<file path="src/rtl/bat_pkg.sv">
package bat_pkg;

  typedef enum logic [1:0] {
    BK_IDLE = 2'd0,
    BK_OPEN = 2'd1,
    BK_PRE  = 2'd2
  } bk_state_e;

  // edges from an accepted read-with-auto-precharge to the precharge edge
  function automatic int rd_ap_delay(int al, int rtp);
    return al + rtp;
  endfunction

  // edges from an accepted write-with-auto-precharge to the precharge edge
  function automatic int wr_ap_delay(int al, int cwl, int bl, int wr);
    return al + cwl + (bl / 2) + wr;
  endfunction

  function automatic int imax(int a, int b);
    return (a > b) ? a : b;
  endfunction

endpackage

</file>
<file path="src/rtl/bat_act_timer.sv">
// Age since the last accepted activate, saturating at T_RC.
module bat_act_timer #(
  parameter int T_RAS = 15,
  parameter int T_RC  = 21
) (
  input  logic clk,
  input  logic rst_n,
  input  logic act_take,
  output logic tras_met,
  output logic trc_met
);
  localparam int CW = $clog2(T_RC + 1);
  localparam logic [CW-1:0] AGE_SAT = CW'(T_RC);
  localparam logic [CW-1:0] RAS_M1  = CW'(T_RAS - 1);
  localparam logic [CW-1:0] RC_M1   = CW'(T_RC - 1);

  logic [CW-1:0] age;

  always_ff @(posedge clk or negedge rst_n) begin
    if (!rst_n)               age <= AGE_SAT;
    else if (act_take)        age <= '0;
    else if (age != AGE_SAT)  age <= age + 1'b1;
  end

  // "met" means: a command sampled at the coming edge is far enough away
  assign tras_met = (age >= RAS_M1);
  assign trc_met  = (age >= RC_M1);
endmodule

</file>
<file path="src/rtl/bat_ap_sched.sv">
// Countdown from an auto-precharge request to the edge it becomes due.
module bat_ap_sched #(
  parameter int RD_DLY = 4,
  parameter int WR_DLY = 15
) (
  input  logic clk,
  input  logic rst_n,
  input  logic arm,
  input  logic arm_wr,
  input  logic clr,
  output logic armed,
  output logic due
);
  import bat_pkg::*;
  localparam int DMAX = imax(imax(RD_DLY, WR_DLY), 1);
  localparam int AW   = $clog2(DMAX + 1);
  localparam logic [AW-1:0] ONE = AW'(1);

  logic [AW-1:0] load_val;
  logic [AW-1:0] cnt;

  generate
    if (RD_DLY == WR_DLY) begin : g_same
      assign load_val = AW'(RD_DLY);
      logic unused_sel;
      assign unused_sel = arm_wr;
    end else begin : g_diff
      assign load_val = arm_wr ? AW'(WR_DLY) : AW'(RD_DLY);
    end
  endgenerate

  always_ff @(posedge clk or negedge rst_n) begin
    if (!rst_n) begin
      cnt   <= ONE;
      armed <= 1'b0;
    end else if (arm) begin
      cnt   <= load_val;
      armed <= 1'b1;
    end else if (clr) begin
      armed <= 1'b0;
    end else if (armed && cnt > ONE) begin
      cnt <= cnt - 1'b1;
    end
  end

  // holds at one once reached, so a late active-time release still fires
  assign due = armed && (cnt <= ONE);
endmodule

</file>
<file path="src/rtl/bat_pre_timer.sv">
// Counts precharging cycles; done marks the edge that returns the bank to idle.
module bat_pre_timer #(
  parameter int T_RP = 6
) (
  input  logic clk,
  input  logic rst_n,
  input  logic start,
  input  logic run,
  output logic done
);
  localparam int PW = $clog2(T_RP + 1);
  localparam logic [PW-1:0] RP_M1 = PW'(T_RP - 1);

  logic [PW-1:0] cnt;

  always_ff @(posedge clk or negedge rst_n) begin
    if (!rst_n)                 cnt <= '0;
    else if (start)             cnt <= PW'(1);
    else if (run && cnt < RP_M1) cnt <= cnt + 1'b1;
  end

  assign done = run && (cnt >= RP_M1);
endmodule

</file>
<file path="src/rtl/bank_ap_tracker.sv">
module bank_ap_tracker #(
  parameter int AL    = 0,
  parameter int CWL   = 5,
  parameter int BL    = 8,
  parameter int T_RTP = 4,
  parameter int T_RAS = 15,
  parameter int T_RP  = 6,
  parameter int T_RC  = 21,
  parameter int T_WR  = 6
) (
  input  logic       clk,
  input  logic       rst_n,
  input  logic       cmd_act,
  input  logic       cmd_rd,
  input  logic       cmd_wr,
  input  logic       cmd_pre,
  input  logic       a10,
  output logic [1:0] bank_state,
  output logic       pre_start,
  output logic       act_ok,
  output logic       proto_err
);
  import bat_pkg::*;

  localparam int RD_DLY = rd_ap_delay(AL, T_RTP);
  localparam int WR_DLY = wr_ap_delay(AL, CWL, BL, T_WR);

  bk_state_e st, st_nx;

  // named internal events, also used by the checker
  logic [2:0] n_cmd;
  logic       one_cmd, multi_cmd;
  logic       tras_ok, trc_ok;
  logic       ap_armed, ap_due;
  logic       pre_done;
  logic       act_take, rw_cmd, rw_take, ap_arm;
  logic       pre_take, ap_fire, pre_go;
  logic       err_nx;

  assign n_cmd     = {2'b0, cmd_act} + {2'b0, cmd_rd} + {2'b0, cmd_wr} + {2'b0, cmd_pre};
  assign one_cmd   = (n_cmd == 3'd1);
  assign multi_cmd = (n_cmd > 3'd1);

  assign act_ok   = (st == BK_IDLE) && trc_ok;
  assign act_take = one_cmd && cmd_act && act_ok;
  assign rw_cmd   = one_cmd && (cmd_rd || cmd_wr);
  assign rw_take  = rw_cmd && (st == BK_OPEN) && !ap_armed;
  assign ap_arm   = rw_take && a10;
  assign pre_take = one_cmd && cmd_pre && (st == BK_OPEN) && !ap_armed && tras_ok;
  assign ap_fire  = (st == BK_OPEN) && ap_due && tras_ok;
  assign pre_go   = pre_take || ap_fire;

  assign err_nx = multi_cmd
               || (one_cmd && cmd_act && !act_ok)
               || (rw_cmd && !rw_take)
               || (one_cmd && cmd_pre && !pre_take);

  bat_act_timer #(.T_RAS(T_RAS), .T_RC(T_RC)) u_age (
    .clk      (clk),
    .rst_n    (rst_n),
    .act_take (act_take),
    .tras_met (tras_ok),
    .trc_met  (trc_ok)
  );

  bat_ap_sched #(.RD_DLY(RD_DLY), .WR_DLY(WR_DLY)) u_ap (
    .clk    (clk),
    .rst_n  (rst_n),
    .arm    (ap_arm),
    .arm_wr (cmd_wr),
    .clr    (ap_fire),
    .armed  (ap_armed),
    .due    (ap_due)
  );

  bat_pre_timer #(.T_RP(T_RP)) u_rp (
    .clk   (clk),
    .rst_n (rst_n),
    .start (pre_go),
    .run   (st == BK_PRE),
    .done  (pre_done)
  );

  always_comb begin
    st_nx = st;
    unique case (st)
      BK_IDLE: if (act_take) st_nx = BK_OPEN;
      BK_OPEN: if (pre_go)   st_nx = BK_PRE;
      BK_PRE:  if (pre_done) st_nx = BK_IDLE;
      default: st_nx = BK_IDLE;
    endcase
  end

  always_ff @(posedge clk or negedge rst_n) begin
    if (!rst_n) begin
      st        <= BK_IDLE;
      pre_start <= 1'b0;
      proto_err <= 1'b0;
    end else begin
      st        <= st_nx;
      pre_start <= pre_go;
      proto_err <= err_nx;
    end
  end

  assign bank_state = st;
endmodule

</file>
<file path="config.mk">
export PLATFORM = sky130hd
export DESIGN_NAME = bank_ap_tracker
export DESIGN_NICKNAME = d
export VERILOG_FILES = /design/src/rtl/bat_pkg.sv /design/src/rtl/bat_act_timer.sv /design/src/rtl/bat_ap_sched.sv /design/src/rtl/bat_pre_timer.sv /design/src/rtl/bank_ap_tracker.sv
export SDC_FILE = /design/constraint.sdc
export NUM_CORES = 1
export LEC_CHECK = 0
export ABC_AREA = 1
export BUFFER_PORTS_ARGS = -buffer_cell sky130_fd_sc_hd__clkbuf_2
export CAP_MARGIN = 20
export CORE_UTILIZATION = 35
export CTS_CLUSTER_DIAMETER = 200
export CTS_CLUSTER_SIZE = 40
export DETAILED_ROUTE_END_ITERATION = 6
export SKIP_CTS_REPAIR_TIMING = 1
export SYNTH_ARGS = -nofsm -noshare
export SYNTH_HDL_FRONTEND = slang
export SYNTH_SLANG_ARGS = --single-unit
</file>
<file path="constraint.sdc">
create_clock -name clk -period 2.05 [get_ports clk]
set_clock_uncertainty 0.05 [all_clocks]
set_input_delay 0.3075 -clock clk [delete_from_list [all_inputs] [get_ports clk]]
set_output_delay 0.3075 -clock clk [all_outputs]
set_load 0.02 [all_outputs]
</file>
==> results_dict.tcl <==
set metrics [dict create \
    status "complete, no violations" \
    ys_ff_latch 17 \
    cp_top_family "adder cells" \
    num_rows 20 \
    critPathMaxStageDelay_ns 0.52 \
    required_ns 2.19 \
    grt_max_degree 18 \
    regToRegSetupSlack_ns 0.43 \
    synth_warnings 0 \
    grt-busiest-layer "met2" \
    cts_made_buffers 3 \
    cp-end-kind "flop" \
    crit_type "in2reg" \
    ys_types 24 \
    area_growth_pct 22.5 \
    viasPerCell 4.59 \
    synthTopCellsByArea "dfrtp_1 (29%), ha_1 (11%), nand2_1 (10%)" \
    instances_no_fill 209 \
    grt_pass1_wl_um 3730 \
    cp.arrival_ns 2.09 \
    r2r_start "u_ap.cnt[0]$_DFFE_PN1P_" \
    drt-initial-drc-count 35 \
    cts_buffer_depth 2 \
    crit_end "u_ap.cnt[3]$_DFFE_PN0P_" \
    die_area_um2 3440 \
    overflow 0 \
    io_buffers 11 \
    ys_async_sr_fraction_pct 100 \
    gp_congestion 0.765 \
    drive_gt1_share_pct 29.7 \
    fin_util_pct 45.1 \
    final_nets 184 \
    cp_max_fo 8 \
    ys.flop_type "dfrtp_1" \
    crit_path_top_delay_cell "fa_1" \
    cts_tree "built" \
    die_h_um 58.7 \
    synth_common_cells "nand2_1 (31), inv_1 (27), dfrtp_1 (13), nor2_1 (13)" \
    ant_nets 0 \
    synth_edf_count 0 \
    path_buf_inv 4 \
    setup_viol 0 \
    tightest_slew_ns 0.443 \
    pre_cts_slack_ns -0.375 \
    fin_crit_sh_pct 95.1 \
    grtUsageMet2_pct 24.1 \
    ys_seq_area_share_pct 38.3 \
    htree_levels 1 \
    setup_slack_ns 0.101 \
    track_usage_pct 14.5 \
    core_area_um2 3050 \
    clk_latency_ns 0.28 \
    start_util_pct 36.8 \
    met1_usage_pct 17.7 \
    dieWidth_um 58.7 \
    drt_pass1_iterations 4 \
    cp.depth 15 \
    hold_violations 0 \
    clock_sinks 17 \
    r2r-end "bank_state[1]$_DFFE_PN0P_" \
    ff2ff_path_depth 9 \
    wirelength_um 2070 \
    cts_root_buf "clkbuf_4" \
    path_common_cell "nand2_1" \
    grt_use_met3_pct 3.08 \
    ir_drop_uv 413 \
    max_clock_freq_mhz 513 \
    netlist_area_um2 1120 \
    finalWorstPathRequiredPeriod_ns 1.95 \
    worstSetupStartpointType "input port" \
    cap_violations 0 \
    synth_top_area_share_pct 29.0 \
    ios 12 \
    hp-start "cmd_wr" \
    power_density_nw_per_um2 1250 \
    syn_avg_cell_area_um2 7.91 \
    drc 0 \
    worstPathCellList "clkbuf_2 -> inv_2 -> fa_1 -> inv_1 -> ha_2 -> inv_2 -> ha_4 -> nor2_2 -> nand2_2 -> nor2_4 -> nand2_4 -> nand2_2 -> nand2_1 -> nand2_1 -> nand2_1" \
    fin_total_pwr_mw 1.72 \
    report.final.slew_viol_count 0 \
    syn_inst 142 \
    diodes 0 \
    startpoint "cmd_pre" \
    path_clk_slew_ns 0.10 \
    grt_pass1_vias 923 \
    syn_nets 160 \
    synth.most_common_cell "nand2_1" \
    vias 960 \
    hpwlAfterDp_um 1610 \
    yosys.area.top_type "dfrtp_1" \
    slew_headroom_pct 70.5 \
    antenna_found_initial 0 \
    power_leakage_nw 0.747 \
    avgRoutedWirePerCell_um 9.90 \
    fin_hold_ws_ns 0.239 \
    dp.cells 203 \
    hold_path.class "in2reg" \
]
-- final cells by class --
class / count / area (um2)
Fill cell: 336 / 1680
Multi-Input combinational cell: 97 / 628
Sequential cell: 17 / 430
Timing Repair Buffer: 19 / 124
Inverter: 28 / 113
Tap cell: 44 / 55.1
Clock buffer: 4 / 26.3
-- flip-flops by register name (all words and copies together) (netlist names) --
name,flops
proto_err,1
bank_state,2
u_ap.armed,1
u_age.age,5
pre_start,1
u_rp.cnt,3
u_ap.cnt,4
-- kinds of logic (layout without fill, tap and decap cells) --
kind of cell / after synthesis / after routing / share of synthesized area, %
xor+xnor: 4 / 4 / 3.12
buf+inv: 28 / 51 / 9.35
simple gates: 74 / 74 / 32.7
compound gates: 8 / 8 / 3.56
flops: 17 / 17 / 38.3
fa+ha+maj: 11 / 11 / 12.9
-- where the power goes --
group | switching, mW | internal, mW
Combinational | 0.505 | 0.348
Sequential | 0.164 | 0.520
Clock | 0.103 | 0.0756
Total | 0.772 | 0.944
-- worst min-delay path by stage --
stage | endpoint | slack, ns | depth (start not counted)
3_3_place_gp | u_age.age[1]$_DFFE_PN0P_ | 0.22 | 1
2_1_floorplan | bank_state[0]$_DFFE_PN0P_ | -0.04 | 0
3_5_place_dp | u_age.age[1]$_DFFE_PN0P_ | 0.22 | 1
6_report | u_ap.cnt[0]$_DFFE_PN1P_ | 0.24 | 3
5_1_grt | u_ap.cnt[0]$_DFFE_PN1P_ | 0.24 | 3
4_1_cts | u_age.age[3]$_DFFE_PN0P_ | -0.10 | 1
-- metrics by stage --
stage | TNS [ns] | cell area [um2]
global route | -0.00513 | 1380
CTS | -0.0682 | 1320
finish | 0 | 1380
detailed placement | -4.62 | 1290
floorplan | -0.0836 | 1130
global placement | -3.63 | 1290
-- worst reg2reg max path: stages, from the launching register on --
cell and delay (ns):
dfstp_2 0.56, inv_1 0.08, ha_1 0.21, inv_1 0.07
nand2_1 0.05, nand2_1 0.07, nor2_1 0.05, nand3_2 0.09
nand2_2 0.08, or2_1 0.21
-- metal layers --
metal,vias up,routed length [um]
met5,-,0
met4,0,33
met3,4,120
met2,31,991
met1,440,924
li1,485,-
-- cells in the final DEF, fill, tap and decap left out, drive strengths merged --
cell type    Yosys  final
dfrtp           13     13
dlygate4sd3      0      1
nand3           14     14
nand4            3      3
xnor2            1      1
a21oi            4      4
nand3b           3      3
ha              10     10
nand2           34     34
clkbuf           0     14
dfstp            4      4
nor2            16     16
xor2             3      3
o21ai            4      4
inv             28     28
fa               1      1
or2              2      2
buf              0      8
nor3             2      2
Power figures use the tool's default switching activity.
